===== src/rtl/bhz_pkg.sv =====
package bhz_pkg;

    typedef struct packed {
        logic fwd_a;
        logic fwd_b;
        logic pc_we;
        logic ifid_we;
        logic bubble;
        logic flush;
    } hz_ctl_t;

    localparam int unsigned NUM_SRC = 2;

endpackage


===== src/rtl/bhz_fwd_sel.sv =====
module bhz_fwd_sel #(
    parameter int unsigned REG_W = 5
) (
    input  logic             is_branch,
    input  logic [REG_W-1:0] src_reg,
    input  logic [REG_W-1:0] mem_rd,
    input  logic             mem_reg_write,
    input  logic             mem_mem_read,
    output logic             sel
);

    always_comb begin
        sel = is_branch && mem_reg_write && !mem_mem_read
              && (mem_rd != '0) && (mem_rd == src_reg);
    end

endmodule


===== src/rtl/bhz_stall_det.sv =====
module bhz_stall_det #(
    parameter int unsigned REG_W   = 5,
    parameter int unsigned NUM_SRC = 2
) (
    input  logic             is_branch,
    input  logic [REG_W-1:0] src_regs [NUM_SRC],
    input  logic [REG_W-1:0] ex_rd,
    input  logic             ex_reg_write,
    input  logic [REG_W-1:0] mem_rd,
    input  logic             mem_reg_write,
    input  logic             mem_mem_read,
    output logic             stall
);

    logic [NUM_SRC-1:0] ex_hit;
    logic [NUM_SRC-1:0] ld_hit;

    for (genvar g = 0; g < NUM_SRC; g++) begin : g_src
        assign ex_hit[g] = ex_reg_write && (ex_rd != '0) && (ex_rd == src_regs[g]);
        assign ld_hit[g] = mem_mem_read && mem_reg_write && (mem_rd != '0)
                           && (mem_rd == src_regs[g]);
    end

    always_comb begin
        stall = is_branch && ((|ex_hit) || (|ld_hit));
    end

endmodule


===== src/rtl/bhz_flow_ctl.sv =====
module bhz_flow_ctl (
    input  logic stall,
    input  logic is_branch,
    input  logic is_jump,
    input  logic br_taken,
    output logic pc_we,
    output logic ifid_we,
    output logic bubble,
    output logic flush
);

    always_comb begin
        pc_we   = !stall;
        ifid_we = !stall;
        bubble  = stall;
        // a held branch has no valid decision yet
        flush   = !stall && (is_jump || (is_branch && br_taken));
    end

endmodule


===== src/rtl/branch_hazard_unit.sv =====
module branch_hazard_unit
    import bhz_pkg::*;
#(
    parameter int unsigned REG_W = 5
) (
    input  logic             id_is_branch,
    input  logic             id_is_jump,
    input  logic             id_br_taken,
    input  logic [REG_W-1:0] id_rs,
    input  logic [REG_W-1:0] id_rt,
    input  logic [REG_W-1:0] ex_rd,
    input  logic             ex_reg_write,
    input  logic [REG_W-1:0] mem_rd,
    input  logic             mem_reg_write,
    input  logic             mem_mem_read,
    output logic             fwd_a_sel,
    output logic             fwd_b_sel,
    output logic             pc_write_en,
    output logic             ifid_write_en,
    output logic             idex_bubble,
    output logic             if_flush
);

    logic [REG_W-1:0] src_regs [NUM_SRC];
    logic [NUM_SRC-1:0] fwd_sel;
    logic stall;
    logic pc_we, ifid_we, bubble, flush;
    hz_ctl_t ctl_d;

    assign src_regs[0] = id_rs;
    assign src_regs[1] = id_rt;

    for (genvar g = 0; g < NUM_SRC; g++) begin : g_fwd
        bhz_fwd_sel #(.REG_W(REG_W)) u_fwd (
            .is_branch     (id_is_branch),
            .src_reg       (src_regs[g]),
            .mem_rd        (mem_rd),
            .mem_reg_write (mem_reg_write),
            .mem_mem_read  (mem_mem_read),
            .sel           (fwd_sel[g])
        );
    end

    bhz_stall_det #(.REG_W(REG_W), .NUM_SRC(NUM_SRC)) u_stall (
        .is_branch     (id_is_branch),
        .src_regs      (src_regs),
        .ex_rd         (ex_rd),
        .ex_reg_write  (ex_reg_write),
        .mem_rd        (mem_rd),
        .mem_reg_write (mem_reg_write),
        .mem_mem_read  (mem_mem_read),
        .stall         (stall)
    );

    bhz_flow_ctl u_flow (
        .stall     (stall),
        .is_branch (id_is_branch),
        .is_jump   (id_is_jump),
        .br_taken  (id_br_taken),
        .pc_we     (pc_we),
        .ifid_we   (ifid_we),
        .bubble    (bubble),
        .flush     (flush)
    );

    always_comb begin
        ctl_d.fwd_a   = fwd_sel[0];
        ctl_d.fwd_b   = fwd_sel[1];
        ctl_d.pc_we   = pc_we;
        ctl_d.ifid_we = ifid_we;
        ctl_d.bubble  = bubble;
        ctl_d.flush   = flush;
    end

    assign fwd_a_sel     = ctl_d.fwd_a;
    assign fwd_b_sel     = ctl_d.fwd_b;
    assign pc_write_en   = ctl_d.pc_we;
    assign ifid_write_en = ctl_d.ifid_we;
    assign idex_bubble   = ctl_d.bubble;
    assign if_flush      = ctl_d.flush;

    // checks across the separately built pieces
    always_comb begin
        if (ctl_d.flush) begin
            a_r9_flush_only_when_moving: assert (ctl_d.pc_we && ctl_d.ifid_we)
                else $error("flush while pipeline held");
        end
        if (ctl_d.bubble) begin
            a_r5_bubble_with_hold: assert (!ctl_d.pc_we && !ctl_d.ifid_we)
                else $error("bubble without hold");
        end
        if (mem_rd == '0) begin
            a_r10_zero_never_forwards: assert (!ctl_d.fwd_a && !ctl_d.fwd_b)
                else $error("forward from register 0");
        end
        if (ex_rd == '0 && mem_rd == '0) begin
            a_r10_zero_never_holds: assert (!stall)
                else $error("hold on register 0");
        end
        if (!id_is_branch) begin
            a_r11_no_branch_no_hazard: assert (!ctl_d.fwd_a && !ctl_d.fwd_b && !ctl_d.bubble)
                else $error("hazard action without branch");
        end
        if (ctl_d.fwd_a || ctl_d.fwd_b) begin
            a_r1_fwd_not_with_load: assert (!mem_mem_read)
                else $error("forwarding a load result");
        end
    end

endmodule


===== config.mk =====
export PLATFORM = sky130hd
export DESIGN_NAME = branch_hazard_unit
export DESIGN_NICKNAME = d
export VERILOG_FILES = /design/src/rtl/bhz_pkg.sv /design/src/rtl/bhz_fwd_sel.sv /design/src/rtl/bhz_stall_det.sv /design/src/rtl/bhz_flow_ctl.sv /design/src/rtl/branch_hazard_unit.sv
export SDC_FILE = /design/constraint.sdc
export NUM_CORES = 1
export LEC_CHECK = 0
export ABC_AREA = 1
export BUFFER_PORTS_ARGS = -buffer_cell sky130_fd_sc_hd__buf_4
export CAP_MARGIN = 10
export CORE_MARGIN = 2
export CORE_UTILIZATION = 50
export DETAILED_ROUTE_END_ITERATION = 6
export PLACE_DENSITY = 0.95
export SLEW_MARGIN = 5
export SYNTH_ARGS = -nofsm -noshare
export SYNTH_HDL_FRONTEND = slang
export SYNTH_HIERARCHICAL = 1
export SYNTH_SLANG_ARGS = --single-unit
export TNS_END_PERCENT = 20

===== constraint.sdc =====
create_clock -name vclk -period 1.1
set_clock_uncertainty 0.05 [all_clocks]
set_input_delay 0.055 -clock vclk [all_inputs]
set_output_delay 0.055 -clock vclk [all_outputs]
set_load 0.005 [all_outputs]

==> flow_summary.json, run 1 <==
{
  "dieWidth_um": 41.3,
  "holdWs_ns": 0.433,
  "slowest_stage": "nor3_2",
  "slew_violations": 0,
  "diodes": 0,
  "dr.pass1.iters": 4,
  "path_buf_inv": 3,
  "busiest_layer": "met2",
  "status": "finished with violations",
  "synth.yosys.seq_area_share_pct": 0,
  "worst_ep_arrival_time_ns": 1.10,
  "hold_class": "primary input to output port",
  "fin_crit_sh_pct": 110,
  "coreArea_um2": 1300,
  "drtIter0Drc": 42,
  "grt_pass1_vias": 926,
  "fillers": 69,
  "finalPower_uw": 439,
  "drv_cap": 0,
  "syn-instance-count": 166,
  "syn_area_per_cell_um2": 4.20,
  "min_period_ns": 1.20,
  "crit_fanout": 5,
  "rsz0062_at_grt": "true",
  "dpl-instance-area_um2": 1050,
  "worst_pin_slew_ns": 0.184,
  "start_kind": "primary input",
  "fin_setup_tns_ns": -0.325,
  "layout_setup_ws_ns": -0.105,
  "ant_nets": 0,
  "endpoint_kind": "output port",
  "port_buffers": 32,
  "utilization_pct": 90.6,
  "gr-usage-met1_pct": 32.9,
  "wl_per_cell_um": 12.7,
  "seqCellArea_um2": 0,
  "pwr_density_cell_nw_per_um2": 372,
  "grt_pass1_wl_mm": 3.56,
  "path_cells": "buf_4 > nor3_2 > nand3_1 > nand3_1 > inv_1 > nand2_2 > a21oi_4 > a21oi_2 > buf_4",
  "yosysUniqueCellTypes": 15,
  "track_usage_pct": 30.3,
  "critPathRequiredTime_ns": 1.00,
  "dieArea_um2": 1710,
  "leakage_nw": 0.758,
  "hold_depth": 4,
  "fmax_mhz": 830,
  "relSlewSlack_pct": 87.7,
  "hold_start": "id_br_taken",
  "synth_area_um2": 697,
  "failed_checks": "setup timing",
  "start_util_pct": 53.6,
  "row_count": 13,
  "hpwlAfterDp_mm": 1.89,
  "dp_slack_ns": -0.103,
  "place_inst": 225,
  "path_delay_family": "simple AND/OR/NAND/NOR gates",
  "peakVddDrop_v": 0.000272,
  "place_congestion": 0.861,
  "fin_nets": 238,
  "vias": 1151,
  "ioPinCount": 32,
  "antenna_found_initial": 0,
  "sequential_cell_total": 0,
  "hold_buffers": 0,
  "grt_max_degree": 8,
  "cts_setup_buffers": 0,
  "post-route-cell-area_um2": 1180,
  "hold_viol": 0,
  "drive_above_1_share_pct": 41.0,
  "viasPerCell": 5.12,
  "use_met3_pct": 2.13,
  "cpPeakStageDelay_ns": 0.21,
  "wl_mm": 2.85,
  "syn2layout_area_growth_pct": 69.1,
  "multi_input_area_um2": 574,
  "met2_usage_pct": 62.1,
  "die_h_um": 41.3,
  "globalRoute.totalOverflow": 0,
  "setup_violations": 4,
  "drc_errors": 0,
  "yosys_warnings": 6,
  "hold_end": "if_flush",
  "n_clock_buffer": 0,
  "syn-num-nets": 192,
  "worst-setup-path-type": "primary input to output port",
  "finalNonFillerCells": 225
}
## area by class of cell
class	count	area share, %
Timing Repair Buffer	46	35.4
Inverter	43	14.3
Multi-Input combinational cell	121	48.7
Tap cell	15	1.59
## report_power, final
part	total (mW)	leakage (nW)	switching (mW)	internal (mW)
registers	0	0	0	0
logic	0.439	0.758	0.227	0.212
clock network	0	0	0	0
## per-layer routing
layer	vias to the layer above	routed length (µm)
met2	66	1490
met4	0	80
met5	-	0
li1	563	-
met1	512	1050
met3	10	223
## layout by cell type, fill, tap and decap left out, types with 3 or more instances in the layout
cell type and instances:
nor2_2 6, inv_1 24, inv_4 3, buf_6 13, nand4_1 3, nand2_1 72, nand2_2 11, nand3_1 6
buf_8 3, xnor2_1 4, inv_2 16, nor2_1 11, buf_4 30
## repair_timing
action	CTS	global route
pin swaps	20	15
setup endpoints to repair	4	4
hold endpoints to repair	0	0
resized for setup	24	25
## worst max-delay path by stage
stage	depth (start not counted)	startpoint	endpoint
floorplan	9	ex_rd[1]	pc_write_en
global placement	11	id_rs[4]	ifid_write_en
detailed placement	11	id_rt[0]	ifid_write_en
CTS	9	id_rt[4]	ifid_write_en
global route	9	mem_rd[2]	if_flush
finish	9	mem_rd[2]	if_flush
## Yosys cell counts
cell type / number / share of area, %
nand3_1: 6 / 4.3
inv_2: 11 / 5.9
buf_4: 2 / 2.2
nand2_1: 83 / 45
nor2_1: 15 / 8.1
nand4_1: 3 / 2.7
a21oi_2: 2 / 2.5
nor3_1: 1 / 0.72
o21ai_0: 1 / 0.72
a21oi_1: 1 / 0.72
xor2_1: 1 / 1.3
nand3b_1: 2 / 2.2
xnor2_1: 4 / 5.0
inv_1: 32 / 17
nor2_2: 2 / 1.8
## cells by family (layout without fill, tap and decap cells)
logic type	after synthesis	count (layout)	synth area share (%)
xor+xnor	5	5	6.28
simple gates	112	112	64.5
buf+inv	45	89	25.3
compound gates	4	4	3.95
No activity file was read; power rests on OpenSTA's default activity.
==> run 2: changes to the inputs <==
Settings changed: TNS_END_PERCENT 20 to not set.
==> run 2 against run 1 <==
Effect of this change: the flow still finishes with violations (setup timing); worst setup slack got worse by 0.012 ns; critical path depth did not move; sequential share of layout area unchanged; core utilization is 2.2 points higher; die area is the same; via count up 7.0%; clock-buffer cell count did not move; first-iteration DRC count grew 93%; final area rose by 2.4%; hold slack gained 0.00093 ns; largest cell class unchanged.
==> flow_summary.json, run 2 (synthesized netlist as in run 1, its figures left out) <==
{
  "relSlewSlack_pct": 87.1,
  "path_cells": "buf_6 > nor3_2 > nand3_1 > nand3_1 > inv_1 > nand2_2 > a21oi_4 > a21oi_2 > buf_4",
  "hold_viol": 0,
  "drv_cap": 0,
  "worst_ep_arrival_time_ns": 1.11,
  "syn2layout_area_growth_pct": 73.2,
  "start_kind": "primary input",
  "critPathRequiredTime_ns": 1.00,
  "comb_power_share_pct": 100.0,
  "drc_errors": 0,
  "n_clock_buffer": 0,
  "wl_mm": 3.24,
  "min_period_ns": 1.22,
  "slew_violations": 0,
  "vias": 1231,
  "dieWidth_um": 41.3,
  "grt_pass1_wl_mm": 3.56,
  "p_sw_share_pct": 52.5,
  "drtIter0Drc": 81,
  "grt_max_degree": 8,
  "globalRoute.totalOverflow": 0,
  "worst_pin_slew_ns": 0.192,
  "diodes": 0,
  "peakVddDrop_v": 0.000282,
  "cpPeakStageDelay_ns": 0.22,
  "seqCellArea_um2": 0,
  "intPower_uw": 220,
  "power_switching_uw": 243,
  "dr.pass1.iters": 5,
  "coreArea_um2": 1300,
  "fin_setup_tns_ns": -0.359,
  "layout_setup_ws_ns": -0.117,
  "pwr_density_cell_nw_per_um2": 384,
  "die_h_um": 41.3,
  "dieArea_um2": 1710,
  "track_usage_pct": 30.3,
  "ant_nets": 0,
  "fillers": 59,
  "grt_pass1_vias": 926,
  "finalNonFillerCells": 225,
  "endpoint_kind": "output port",
  "multi_input_area_um2": 584,
  "status": "finished with violations",
  "clockPowerShare_pct": 0,
  "rsz0062_at_grt": "true",
  "crit_fanout": 5,
  "fmax_mhz": 821,
  "row_count": 13,
  "final_common_cell": "nand2_1",
  "start_util_pct": 53.6,
  "worst-setup-path-type": "primary input to output port",
  "fin_crit_sh_pct": 111,
  "hold_class": "primary input to output port",
  "dpl-instance-area_um2": 1050,
  "port_buffers": 32,
  "hold_buffers": 0,
  "setup_violations": 4,
  "place_inst": 225,
  "place_congestion": 0.861,
  "post-route-cell-area_um2": 1210,
  "wl_per_cell_um": 14.4,
  "leakage_nw": 0.766,
  "ioPinCount": 32,
  "viasPerCell": 5.47,
  "hpwlAfterDp_mm": 1.89,
  "antenna_found_initial": 0,
  "failed_checks": "setup timing",
  "path_common_cell": "nand3_1",
  "sequential_cell_total": 0,
  "drive_above_1_share_pct": 42.9,
  "slowest_stage": "nor3_2",
  "fin_nets": 238,
  "final_cell_mix": "69 x nand2_1, 27 x buf_4, 24 x inv_1, 16 x inv_2",
  "power_frac_seq_pct": 0
}
run 2: layer usage:
metal | GRT usage, % | vias up | routed length, µm
li1 | - | 566 | -
met2 | 62.1 | 96 | 1600
met3 | 2.13 | 26 | 319
met4 | 6.45 | 0 | 143
met1 | 32.9 | 543 | 1180
met5 | 0 | - | 0
run 2: final cells by class:
cell class	instances	area share [%]
well taps	15	1.55
multi-input cells	121	48.4
repair buffers	46	36.1
inverters	43	14.0
run 2: timing repair:
action                                  CTS  global route
hold endpoints to repair                  0             0
setup buffers                             0             0
resized for setup                        24            34
endpoints found under the setup margin    4             4
pin swaps                                20            23
run 2: final timing paths:
path	cells after the start	slack [ns]	endpoint	startpoint
worst max-delay path	9	-0.12	if_flush	mem_rd[2]
worst min-delay path	4	0.43	if_flush	id_br_taken
run 2: power by group through the flow:
stage | combinational [mW] | sequential [mW] | clock, mW
detailed placement | 0.358 | 0 | 0
global route | 0.498 | 0 | 0
global placement | 0.342 | 0 | 0
floorplan | 0.163 | 0 | 0
finish | 0.463 | 0 | 0
CTS | 0.383 | 0 | 0
run 2: per-stage QoR:
| stage | util (%) | hold slack, ns | power [mW] | setup WS [ns] |
|---|---|---|---|---|
| global placement | 80.4 | 0.392 | 0.342 | -0.0225 |
| finish | 92.8 | 0.434 | 0.463 | -0.117 |
| CTS | 84.7 | 0.412 | 0.383 | -0.0546 |
| global route | 92.8 | 0.453 | 0.498 | -0.224 |
| detailed placement | 80.4 | 0.411 | 0.358 | -0.103 |
| floorplan | - | 0.158 | 0.163 | 0.160 |
run 2: critical path: cells and delay by family:
family / cells / cell delay (ns)
buffers and inverters: 3 / 0.31
AOI/OAI and AO/OA: 2 / 0.21
and+or+nand+nor: 4 / 0.54
